File: config.mk
export PLATFORM = sky130hd
export DESIGN_NAME = dac_frontend
export DESIGN_NICKNAME = d
export VERILOG_FILES = /design/src/rtl/dacfe_pkg.sv /design/src/rtl/dacfe_decode.sv /design/src/rtl/dacfe_inlatch.sv /design/src/rtl/dacfe_outreg.sv /design/src/rtl/dac_frontend.sv
export SDC_FILE = /design/constraint.sdc
export NUM_CORES = 1
export LEC_CHECK = 0
export BUFFER_PORTS_ARGS = -buffer_cell sky130_fd_sc_hd__buf_2
export CORE_ASPECT_RATIO = 1.1
export CORE_MARGIN = 8
export CORE_UTILIZATION = 49
export DETAILED_ROUTE_END_ITERATION = 6
export HOLD_SLACK_MARGIN = 0.02
export PLACE_DENSITY = 0.76
export SLEW_MARGIN = 25
export SYNTH_ARGS = -nofsm -noshare
export SYNTH_HDL_FRONTEND = slang
export SYNTH_SLANG_ARGS = --single-unit
File: constraint.sdc
create_clock -name clk -period 1.25 [get_ports clk]
set_clock_uncertainty 0.05 [all_clocks]
set_input_delay 0.1875 -clock clk [delete_from_list [all_inputs] [get_ports clk]]
set_output_delay 0.1875 -clock clk [all_outputs]
set_load 0.02 [all_outputs]
File: src/rtl/dacfe_pkg.sv
package dacfe_pkg;
  typedef enum logic [1:0] {
    SEL_BYTE = 2'b00,
    SEL_HIGH = 2'b01,
    SEL_LOW  = 2'b10,
    SEL_MID  = 2'b11
  } nib_sel_e;

  localparam int unsigned NIB_LOW  = 0;
  localparam int unsigned NIB_MID  = 1;
  localparam int unsigned NIB_HIGH = 2;
endpackage

File: src/rtl/dacfe_decode.sv
module dacfe_decode
  import dacfe_pkg::*;
#(
  parameter int unsigned NIB_W   = 4,
  parameter int unsigned NUM_NIB = 3,
  localparam int unsigned BUS_W  = 2 * NIB_W,
  localparam int unsigned WORD_W = NIB_W * NUM_NIB
) (
  input  logic               cs_n,
  input  logic               wr_n,
  input  logic [1:0]         addr,
  input  logic [BUS_W-1:0]   bus,
  output logic [NUM_NIB-1:0] nib_we,
  output logic [WORD_W-1:0]  nib_d
);
  logic              wr_act;
  logic [NIB_W-1:0]  hi_half;
  logic [NIB_W-1:0]  lo_half;

  assign wr_act  = ~cs_n & ~wr_n;
  assign hi_half = bus[BUS_W-1:NIB_W];
  assign lo_half = bus[NIB_W-1:0];

  always_comb begin
    nib_we = '0;
    for (int i = 0; i < int'(NUM_NIB); i++) begin
      nib_d[i*NIB_W +: NIB_W] = hi_half;
    end
    if (wr_act) begin
      unique case (nib_sel_e'(addr))
        SEL_BYTE: begin
          nib_we[NIB_LOW] = 1'b1;
          nib_we[NIB_MID] = 1'b1;
          nib_d[NIB_LOW*NIB_W +: NIB_W] = lo_half;
        end
        SEL_HIGH: nib_we[NIB_HIGH] = 1'b1;
        SEL_LOW:  nib_we[NIB_LOW]  = 1'b1;
        SEL_MID:  nib_we[NIB_MID]  = 1'b1;
        default:  nib_we = '0;
      endcase
    end
  end
endmodule

File: src/rtl/dacfe_inlatch.sv
module dacfe_inlatch #(
  parameter int unsigned NIB_W   = 4,
  parameter int unsigned NUM_NIB = 3,
  localparam int unsigned WORD_W = NIB_W * NUM_NIB
) (
  input  logic               clk,
  input  logic               rst,
  input  logic               clr_n,
  input  logic [NUM_NIB-1:0] nib_we,
  input  logic [WORD_W-1:0]  nib_d,
  output logic [WORD_W-1:0]  word
);
  for (genvar g = 0; g < int'(NUM_NIB); g++) begin : g_nib
    always_ff @(posedge clk) begin
      if (rst || !clr_n) begin
        word[g*NIB_W +: NIB_W] <= '0;
      end else if (nib_we[g]) begin
        word[g*NIB_W +: NIB_W] <= nib_d[g*NIB_W +: NIB_W];
      end
    end
  end
endmodule

File: src/rtl/dacfe_outreg.sv
module dacfe_outreg #(
  parameter int unsigned WORD_W = 12,
  parameter int unsigned PAD_W  = 2,
  localparam int unsigned CODE_W = WORD_W - PAD_W
) (
  input  logic              clk,
  input  logic              rst,
  input  logic              clr_n,
  input  logic              load_n,
  input  logic [WORD_W-1:0] word,
  output logic [CODE_W-1:0] code,
  output logic              pad_nz
);
  always_ff @(posedge clk) begin
    if (rst || !clr_n) begin
      code   <= '0;
      pad_nz <= 1'b0;
    end else if (!load_n) begin
      code   <= word[WORD_W-1:PAD_W];
      pad_nz <= |word[PAD_W-1:0];
    end
  end
endmodule

File: src/rtl/dac_frontend.sv
module dac_frontend #(
  parameter int unsigned NIB_W   = 4,
  parameter int unsigned NUM_NIB = 3,
  parameter int unsigned PAD_W   = 2,
  localparam int unsigned BUS_W  = 2 * NIB_W,
  localparam int unsigned WORD_W = NIB_W * NUM_NIB,
  localparam int unsigned CODE_W = WORD_W - PAD_W
) (
  input  logic              clk,
  input  logic              rst,
  input  logic              cs_n,
  input  logic              wr_n,
  input  logic [1:0]        addr,
  input  logic [BUS_W-1:0]  bus,
  input  logic              load_n,
  input  logic              clr_n,
  output logic [CODE_W-1:0] dac_code,
  output logic              pad_flag
);
  logic [NUM_NIB-1:0] nib_we;
  logic [WORD_W-1:0]  nib_d;
  logic [WORD_W-1:0]  in_word;

  dacfe_decode #(.NIB_W(NIB_W), .NUM_NIB(NUM_NIB)) u_decode (
    .cs_n   (cs_n),
    .wr_n   (wr_n),
    .addr   (addr),
    .bus    (bus),
    .nib_we (nib_we),
    .nib_d  (nib_d)
  );

  dacfe_inlatch #(.NIB_W(NIB_W), .NUM_NIB(NUM_NIB)) u_inlatch (
    .clk    (clk),
    .rst    (rst),
    .clr_n  (clr_n),
    .nib_we (nib_we),
    .nib_d  (nib_d),
    .word   (in_word)
  );

  dacfe_outreg #(.WORD_W(WORD_W), .PAD_W(PAD_W)) u_outreg (
    .clk    (clk),
    .rst    (rst),
    .clr_n  (clr_n),
    .load_n (load_n),
    .word   (in_word),
    .code   (dac_code),
    .pad_nz (pad_flag)
  );
endmodule

---- After elaboration in Yosys (flattened, before gate mapping) ----
Index checks and enable logic that the tools add are counted.
storage, ports and cells
  memories kept ........................... 0
  flip-flop bits (word level) ............. 23
  output and inout port bits .............. 11
  memory bits (read-only) ................. 0
  bits in latches ......................... 0
  memory bits (writable) .................. 0
  logic and storage cells ................. 23
  bits of input ports ..................... 16
cells by class
  $lt $le $gt $ge ......................... 0
  eq/ne operators ......................... 3
  bitwise operators ....................... 3
  mux-type cells .......................... 6
  multiply operators ...................... 0
  add/subtract/negate cells ............... 0
  divide/modulo/power cells ............... 0
  shift-type cells ........................ 0
  reduce and logical (&&, ||, !) cells .... 6
operators with widths
  operator              number
  $mux W4               2
  $reduce_or A2 Y1      3
  $eq A2 B2 Y1 const B  2
  $mux W1               3
  $mux W3               1
  $eq A2 B1 Y1 const B  1
  $logic_not A2 Y1      1
  $not A1 Y1            2
  $and A1 B1 Y1         1
  $logic_not A1 Y1      1
  $logic_or A1 B1 Y1    1

---- Logic depth before layout (Yosys ltp) ----
Gate-level depths: netlist of run 1.
  depth in word-level cells ............... 4
  gate-level depth with buffers ........... 6
  depth with buffers taken out ............ 5

---- Hierarchy ----
A second synthesis of run 1 with hierarchy kept.
unflattened totals
  cells, all modules ...................... 102
  area total of the unflattened synthesis .. 1051.0 um^2
by module, submodules not included
  module         sequential area each (um^2)  area an instance (um^2)  cells each  times used
  dacfe_inlatch  240.2                        441.7                    41          1
  dacfe_outreg   220.2                        399.1                    37          1
  dacfe_decode   0.0                          210.2                    24          1

---- Least setup slack after synthesis of run 1 ----
Ideal clock, no wire load.
  kind .................................... input -> register
  from .................................... input port addr[0]
  to ...................................... register u_inlatch.word[4]
  cell stages on the path ................. 5
  arrival ................................. 997 ps
  slack ................................... 86 ps
  data required time ...................... 1083 ps
  buffers on the path ..................... 0
  library setup time ...................... 117 ps
  path through ............................ inv_1 ha_1 nor3_4 mux2i_1 nor2_1
on the way
  longest elaborated chain between the ends .. 4
  elaborated cells on any way between the ends .. 5
  those cells by class .................... eq/ne (1); mux (2); reduce/logical (2)
ends and longest elaborated chain
  item                                              RTL line             text
  start: declaration                                dac_frontend.sv:13   input logic [1:0] addr,
  $eq A2 B2 Y1 or $logic_not A2 Y1 (tied branches)  dacfe_decode.sv:30   unique case (nib_sel_e'(addr))
  $reduce_or A2 Y1 (no source line) (*)             -
  $mux W1 (*)                                       dacfe_decode.sv:30
  $mux W3 (*)                                       dacfe_decode.sv:29   if (wr_act) begin
  end signal: indexed assignment                    dacfe_inlatch.sv:18  word[g*NIB_W +: NIB_W] <= nib_d[g*NIB_W +: NIB_W];
  end: declaration                                  dacfe_inlatch.sv:11  output logic [WORD_W-1:0] word
Every way passes the cells marked *; elsewhere a longest branch is shown, timed or not.
A chain may end at the register's enable or synchronous reset.

---- Worst setup path after layout of run 1 ----
  from .................................... register u_outreg.code[9]
  to ...................................... output port dac_code[9]
RTL lines
  item                      RTL line            text
  start: declaration        dacfe_outreg.sv:11  output logic [CODE_W-1:0] code,
  start signal: assignment  dacfe_outreg.sv:19  code <= word[WORD_W-1:PAD_W];
  end: declaration          dac_frontend.sv:17  output logic [CODE_W-1:0] dac_code,
No word-level cell between the ends.

==> results of run 1 <==
[sequential cells by signal (all words and copies together) (netlist names)]
register,count
u_outreg.pad_nz,1
u_inlatch.word,12
u_outreg.code,10
[cells in the mapped netlist, drive strengths merged]
| master | number |
|---|---|
| buf | 3 |
| ha | 3 |
| nor2b | 2 |
| nand2b | 1 |
| inv | 2 |
| a32o | 4 |
| nor3b | 1 |
| nor2 | 19 |
| o21ai | 5 |
| nand2 | 8 |
| clkbuf | 1 |
| mux2i | 18 |
| nor3 | 4 |
| dfxtp | 23 |
[layout make-up]
cell class                      count  area [µm²]
Clock inverter                      1        5.00
Multi-Input combinational cell     65         453
Clock buffer                        3        22.5
Inverter                            2        7.51
Timing Repair Buffer               33         183
Tap cell                           18        22.5
Fill cell                         153         648
Sequential cell                    23         460
[how the worst max path moves through the flow]
| stage | cells after the start | end | slack, ns | startpoint |
|---|---|---|---|---|
| finish | 1 | dac_code[9] | 0.18 | u_outreg.code[9] |
| global route | 1 | dac_code[2] | 0.12 | u_outreg.code[2] |
| CTS | 1 | dac_code[9] | 0.16 | u_outreg.code[9] |
| detailed placement | 6 | u_inlatch.word[7] | -0.11 | addr[0] |
| global placement | 6 | u_inlatch.word[7] | -0.05 | addr[0] |
| floorplan | 5 | u_inlatch.word[4] | 0.09 | addr[0] |
[power by group]
part	leakage, nW	switching, mW	total, mW	internal [mW]
Combinational	0.322	0.0721	0.135	0.0627
Clock	0.0177	0.221	0.341	0.119
Sequential	0.186	0.00339	0.743	0.740
Total	0.525	0.297	1.22	0.922
[metrics by stage]
step                      utilization  total power [mW]
after floorplan                     -             0.833
after global placement          0.625             0.891
after detailed placement        0.625             0.895
after CTS                       0.640              1.23
after global routing            0.640              1.28
final                           0.640              1.22
[cells by family (layout without fill, tap and decap cells)]
| logic type | count (synthesis) | in the layout | synth area share |
|---|---|---|---|
| multiplexers | 18 | 18 | 0.191 |
| adder cells (fa/ha/maj) | 3 | 3 | 0.0399 |
| buffers and inverters | 6 | 39 | 0.0292 |
| flip-flops | 23 | 23 | 0.489 |
| AO/OA/AOI/OAI | 9 | 9 | 0.0691 |
| AND/OR/NAND/NOR | 35 | 35 | 0.181 |
[cells in the final DEF (no fill, tap or decap)]
cell and instances:
clkbuf_4 3, nor3_1 3, nand2b_1 1, buf_4 7
nand2_1 8, buf_2 26, nor3_4 1, o21ai_0 5
a32o_1 4, clkinv_2 1, nor2_1 19, mux2i_1 18
inv_1 2, dfxtp_1 23, nor3b_4 1, nor2b_1 2
ha_1 3
[routing by layer]
metal	global-route usage	routed length, µm	up-vias
met1	0.135	892	357
met3	0.0309	125	4
met5	0	0	-
met4	0.0315	19	0
met2	0.207	935	24
li1	-	-	388
==> metrics.yaml, run 1 <==
floorplanning:
  initial_core_util: 0.522
  die_area_um2: 3580
  die_height_um: 62.0
  die_x_um: 57.8
  rows: 16
  io_pins: 27
  fp.coreArea_um2: 1800
finish:
  diodes: 0
  area_growth_pct: 22.6
  finalInstanceArea_um2: 1150
  layoutNonFillerInstCount: 145
  nets: 147
  drive_gt1_frac: 0.307
worst_setup_path:
  cp-end-kind: "output port"
  cpPeakStageDelay_ns: 0.36
  crit_path_top_delay_cell: "dfxtp_1"
  critPathArrivalTime_ns: 0.83
  cp.required_ns: 1.01
  criticalPathCategory: "flop to output port"
  cp_top_family: "flip-flops"
  r2r_end: "u_outreg.pad_nz"
  r2r-start: "u_inlatch.word[0]"
  cp_max_fo: 2
  critPathLaunchType: "flop"
  crit_chain: "buf_2"
  worst-path-buf-inv: 1
  reg2reg_depth: 2
  r2r_slack_ns: 0.51
route:
  via_per_inst: 5.33
  wire_per_inst_um: 13.6
  ant_nets: 0
  routed_wl_mm: 1.97
  vias: 773
  dr.pass1.iters: 4
  drt_iter0_drc: 13
  drcViolationCount: 0
hold_path:
  hold_depth: 3
  worstHoldPathType: "input port to flop"
  holdPathEnd: "u_inlatch.word[6]"
  hp-start: "bus[6]"
outcome:
  status: "finished clean"
placement:
  io_buffers: 26
  dp_cells: 141
  dp_slack_ns: -0.114
  hpwl_mm: 1.54
  placed_area_um2: 1130
  place_congestion: 0.791
power_and_ir_drop:
  peakVddDrop_mv: 1.04
  powerDensity_nw_per_um2: 1060
  power_leakage_nw: 0.525
cts:
  post_cts_buffers: 0
  numCtsBuffers: 3
  path_clk_slew_ns: 0.13
  clkSinkCount: 23
  postCtsHoldBufs: 0
  cts_resized: 0
  root_buffer: "clkbuf_4"
  clockBufferDepth: 2
  worstSkewPairLatency_ns: 0.31
  cts_tree: "built"
  htree_levels: 1
global_route:
  track_usage: 0.116
  grt_max_degree: 20
  grt_pass1_vias: 760
  grt_pass1_wl_mm: 3.28
  grt_overflow: 0
  antenna_found_initial: 0
timing:
  slew_headroom: 0.662
  finalSetupTns_ns: 0
  fin_crit_sh: 0.855
  whs_ns: 0.104
  hold_viol_final: 0
  rsz0062_at_grt: "no"
  maxSlewViolCount: 0
  finalSetupViolCount: 0
  worst_pin_slew_ns: 0.503
  layout_min_cycle_time_ns: 1.07
  fin_ws_ns: 0.181
  max_freq_ghz: 0.936
logic_synthesis:
  avgSynthCellArea_um2: 10.0
  synth_seq_area_share: 0.489
  yosysWarnings: 0
  synth_area_um2: 941
  ys_ff_latch: 23
  syn_nets: 113
  yosys.area.top_type: "dfxtp_1"
  synth_area_leaders: "dfxtp_1, mux2i_1, nor2_1"
  ys_types: 15
  syn_inst: 94
  synth_top_area_frac: 0.489
flow_run:
  cap_violations: 0
(Power assumes the default switching activity.)
==> run 2: changes to the inputs <==
Settings changed: CORE_UTILIZATION 49 to 51, CTS_CLUSTER_SIZE set to 16, PLACE_DENSITY 0.76 to 0.77, SYNTH_HIERARCHICAL set to 1.
==> run 2 against run 1 <==
Effect of this change:
- flip-flop and latch count stayed put
- fmax is 6.9% lower
- first-iteration DRC count is 15% lower
- synthesized area rose by 12%
- cell area is 6.3% higher
- sequential share of layout area is 2.4 points lower
- non-clock buffer count unchanged
- wire length down 1.1%
- critical path depth grew 6
- total power grew 0.25%
- worst setup slack got worse by 0.080 ns
==> metrics.yaml, run 2 <==
worst_setup_path:
  cp-end-kind: "flop"
  r2r_slack_ns: 0.52
  criticalPathCategory: "input port to flop"
  cp.required_ns: 1.40
  critPathArrivalTime_ns: 1.30
  critPathLaunchType: "input port"
  reg2reg_depth: 2
  cp_max_fo: 3
global_route:
  met2_usage: 0.197
  grt_pass1_wl_mm: 3.36
  grt_max_degree: 14
  grt_use_met3: 0.0223
  grt-busiest-layer: "met2"
  antenna_found_initial: 0
  grt_use_met1: 0.120
  grt_overflow: 0
  track_usage: 0.114
  grt_pass1_vias: 776
power_and_ir_drop:
  pwr-share-clk: 0.270
  p_comb_frac: 0.122
  internal-power_mw: 0.935
  power_switching_mw: 0.287
  power_leakage_nw: 0.550
  p_sw_frac: 0.235
  power_mw: 1.22
  powerDensity_nw_per_um2: 996
  peakVddDrop_mv: 0.633
  p_seq_frac: 0.608
floorplanning:
  die_height_um: 63.6
  fp.coreArea_um2: 1980
  rows: 17
  die_x_um: 59.3
  die_area_um2: 3770
  initial_core_util: 0.531
  io_pins: 27
cts:
  path_clk_slew_ns: 0.13
  clkSinkCount: 23
  numCtsBuffers: 3
  worstSkewPairLatency_ns: 0.30
  cts_tree: "built"
  root_buffer: "clkbuf_4"
  clockBufferDepth: 2
  htree_levels: 1
  postCtsHoldBufs: 0
  cts_resized: 0
  post_cts_buffers: 0
finish:
  seqCellArea_um2: 460
  drive_gt1_frac: 0.368
  nets: 146
  final_cell_mix: "buf_2, nor2_1, dfxtp_1, mux2i_1, buf_4"
  largest_reg_flops: 12
  diodes: 0
  area_growth_pct: 16.7
  multi_input_area_um2: 508
  regMostFlops: "u_inlatch/word"
  final_common_cell: "buf_2"
  layoutNonFillerInstCount: 153
  filler_cell_count: 193
  top_regs: "u_inlatch/word x12, u_outreg/code x10, u_outreg/pad_nz x1"
route:
  ant_nets: 0
  drcViolationCount: 0
  vias: 732
  routed_wl_mm: 1.95
  drt_iter0_drc: 11
  via_per_inst: 4.78
  dr.pass1.iters: 4
  wire_per_inst_um: 12.8
logic_synthesis:
  yosysWarnings: 6
  ys.flop_type: "dfxtp_1"
  yosys-top-cells-count: "dfxtp_1, nor2_1, mux2i_1"
  synth_area_leaders: "dfxtp_1, mux2i_1, nor2_1"
  ys_types: 16
  async_flop_share: 0
  avgSynthCellArea_um2: 10.3
  yosys.area.top_type: "dfxtp_1"
  synthSimpleGateAreaFrac: 0.161
  ys_ff_latch: 23
  synth_adder_area_share: 0.0476
  synth-xor-area-share: 0
  synth_top_family_by_area: "multiplexers"
  synth_area_um2: 1050
  syn_inst: 102
  synth_compound_area_frac: 0
  syn_nets: 122
  synth_top_area_frac: 0.438
  synth_seq_area_share: 0.438
  synth-edff-count: 0
  synthMuxAreaShare: 0.252
timing:
  max_freq_ghz: 0.871
  layout_min_cycle_time_ns: 1.15
  finalSetupViolCount: 0
  rsz0062_at_grt: "no"
  worst_pin_slew_ns: 0.420
  fin_crit_sh: 0.919
  slew_headroom: 0.720
  hold_viol_final: 0
  maxSlewViolCount: 0
placement:
  hpwl_mm: 1.56
  place_congestion: 0.750
  io_buffers: 26
  dp_cells: 149
hold_path:
  hold_depth: 3
  worstHoldPathType: "input port to flop"
flow_run:
  cap_violations: 0
outcome:
  status: "finished clean"
==> run 2: changes by cell type in the layout (fill, tap and decap cells not counted), moves of 2 or more <==
cell     before  now
nor3b_1       0    2
mux2_4        0    3
nor2b_1       2    0
inv_4         0    2
a32o_1        4    0
mux2i_1      18   22
o21ai_0       5    0
inv_1         2    0
nand2_1       8    0
nor2_1       19   23
==> run 2: power by group through the flow <==
stage               combinational (mW)  sequential [mW]  clock [mW]
global route                     0.163            0.745       0.378
CTS                              0.151            0.743       0.345
floorplan                        0.106            0.761           0
finish                           0.149            0.743       0.330
global placement                 0.145            0.759           0
detailed placement               0.150            0.760           0
==> run 2: final timing paths <==
check                     from           endpoint
max                    addr[1]  u_inlatch/word[1]
min                     bus[6]  u_inlatch/word[6]
max reg2reg  u_inlatch/word[1]    u_outreg/pad_nz
min reg2reg   u_outreg/code[0]   u_outreg/code[0]
==> run 2: cell families after synthesis <==
| group | count (synthesis) |
|---|---|
| adder cells (fa/ha/maj) | 4 |
| buffers and inverters | 16 |
| flip-flops | 23 |
| multiplexers | 26 |
| AND/OR/NAND/NOR | 33 |
==> run 2: critical path, stage by stage <==
cell and delay (ns):
buf_2 0.12, inv_4 0.07, ha_4 0.12, nor3b_4 0.29, mux2_4 0.33, mux2i_1 0.12
nor2_1 0.06
==> run 2: metal layers <==
layer  up-vias  wire length [µm]
met5         -                 0
met3         2               103
met2        18               978
met1       336               842
met4         0                27
li1        376                 -
==> run 2: cell type report <==
| cell class | count | area share |
|---|---|---|
| clock buffer | 3 | 0.0184 |
| clock inverter | 1 | 0.00408 |
| inverter | 2 | 0.0102 |
| multi-input combinational | 63 | 0.414 |
| sequential | 23 | 0.376 |
| tap | 28 | 0.0286 |
| timing repair buffer | 33 | 0.149 |
==> run 2: through the flow <==
stage,setup TNS [ns],instance area [µm²],setup slack [ns],util,hold WS [ns]
after floorplan,0,1080,0.00216,-,0.273
after global placement,-1.15,1200,-0.190,0.606,0.416
after detailed placement,-1.50,1200,-0.213,0.606,0.430
after CTS,0,1230,0.109,0.620,0.0959
after global routing,0,1230,0.0713,0.620,0.113
final,0,1230,0.102,0.620,0.107
==> run 3: changes to the inputs <==
Settings changed: CELL_PAD_IN_SITES_DETAIL_PLACEMENT set to 1, CELL_PAD_IN_SITES_GLOBAL_PLACEMENT set to 1, CORE_UTILIZATION 51 to 39, PLACE_DENSITY 0.77 to unset, PLACE_DENSITY_LB_ADDON set to 0.1.
==> run 3 against run 2 <==
Effect of this change:
- non-clock buffer count grew 1
- final cell count rose by 2.6%
- sequential share of layout area is 0.34 points lower
- sequential power barely moved
- largest power group unchanged
==> metrics.yaml, run 3 (synthesized netlist as in run 2, its figures left out) <==
outcome:
  status: "finished clean"
placement:
  place_congestion: 0.684
  dp_slack_ns: -0.211
  io_buffers: 26
  dp_cells: 153
timing:
  worst_pin_slew_ns: 0.345
  fin_crit_sh: 0.905
  hold_viol_final: 0
  max_freq_ghz: 0.884
  rsz0062_at_grt: "no"
  finalSetupViolCount: 0
  layout_min_cycle_time_ns: 1.13
  fin_ws_ns: 0.119
  maxSlewViolCount: 0
  slew_headroom: 0.770
finish:
  regMostFlops: "u_inlatch/word"
  utilization: 0.491
  final_common_cell: "buf_2"
  layoutNonFillerInstCount: 157
  area_growth_pct: 17.7
  largest_reg_flops: 12
  diodes: 0
  top_regs: "u_inlatch/word x12, u_outreg/code x10, u_outreg/pad_nz x1"
  drive_gt1_frac: 0.373
  nets: 147
  final_cell_mix: "buf_2, nor2_1, dfxtp_1, mux2i_1, buf_4"
worst_setup_path:
  cp-end-kind: "flop"
  critPathLaunchType: "input port"
  crit_path_top_delay_cell: "mux2_4"
  cp.required_ns: 1.41
  cpPeakStageDelay_ns: 0.33
  worst-path-buf-inv: 2
  criticalPathCategory: "input port to flop"
  cp_max_fo: 3
  critPathArrivalTime_ns: 1.29
  r2r_slack_ns: 0.53
  crit_chain: "buf_2 -> inv_4 -> ha_4 -> nor3b_4 -> mux2_4 -> mux2i_1 -> nor2_1"
  cp_top_family: "multiplexers"
floorplanning:
  rows: 19
  fp.coreArea_um2: 2520
  die_area_um2: 4610
  io_pins: 27
  die_height_um: 70.4
  die_x_um: 65.5
  initial_core_util: 0.417
route:
  ant_nets: 0
  dr.pass1.iters: 3
  routed_wl_mm: 2.14
  wire_per_inst_um: 13.6
  vias: 734
  drt_iter0_drc: 11
  via_per_inst: 4.68
  drcViolationCount: 0
cts:
  clkSinkCount: 23
  cts_resized: 0
  htree_levels: 1
  post_cts_buffers: 0
  root_buffer: "clkbuf_4"
  clockBufferDepth: 2
  numCtsBuffers: 3
  cts_tree: "built"
  postCtsHoldBufs: 0
  path_clk_slew_ns: 0.13
  worstSkewPairLatency_ns: 0.30
power_and_ir_drop:
  pwr-share-clk: 0.274
  power_leakage_nw: 0.554
  internal-power_mw: 0.937
  p_seq_frac: 0.602
  p_sw_frac: 0.241
  p_comb_frac: 0.124
  powerDensity_nw_per_um2: 997
  peakVddDrop_mv: 0.551
  power_switching_mw: 0.297
global_route:
  grt_max_degree: 14
  grt_pass1_wl_mm: 3.62
  antenna_found_initial: 0
  grt_pass1_vias: 796
  track_usage: 0.0980
  grt_overflow: 0
flow_run:
  cap_violations: 0
hold_path:
  worstHoldPathType: "input port to flop"
run 3: worst paths after layout:
kind | start | to | cells after the start
max | addr[1] | u_inlatch/word[1] | 7
min | bus[6] | u_inlatch/word[10] | 3
max reg2reg | u_inlatch/word[1] | u_outreg/pad_nz | 2
min reg2reg | u_inlatch/word[2] | u_inlatch/word[2] | 2
run 3: metrics by stage:
stage	hold slack, ns	total power, mW	area, µm²	TNS [ns]
finish	0.0963	1.23	1240	0
global route	0.112	1.29	1240	0
CTS	0.0920	1.25	1240	0
detailed placement	0.426	0.916	1210	-1.46
global placement	0.418	0.913	1210	-1.24
floorplan	0.273	0.867	1080	0
run 3: final cells by class:
| type | count | area [µm²] |
|---|---|---|
| well taps | 31 | 38.8 |
| repair buffers | 34 | 190 |
| flip-flops and latches | 23 | 460 |
| multi-input cells | 63 | 508 |
| inverters | 2 | 12.5 |
| clock buffers | 3 | 22.5 |
| fillers | 305 | 1280 |
| clock inverters | 1 | 5.00 |
run 3: per-layer routing:
| metal | vias to the layer above | track usage | wire length [µm] | share of wire |
|---|---|---|---|---|
| li1 | 373 | - | - | - |
| met1 | 345 | 0.113 | 960 | 0.45 |
| met2 | 14 | 0.165 | 1070 | 0.50 |
| met3 | 2 | 0.0223 | 89 | 0.042 |
| met4 | 0 | 0.0437 | 21 | 0.0098 |
| met5 | - | 0 | 0 | 0 |
run 3: power groups by stage:
stage	Clock [mW]	Combinational, mW	Sequential (mW)
after global placement	0	0.153	0.760
after CTS	0.355	0.157	0.743
final	0.338	0.153	0.743
after global routing	0.380	0.169	0.745
after floorplan	0	0.106	0.761
after detailed placement	0	0.156	0.760
run 3: worst register-to-register path, stage by stage (launching register included):
cell and delay (ns):
dfxtp_1 0.34, nor3_1 0.17, nor3_1 0.07
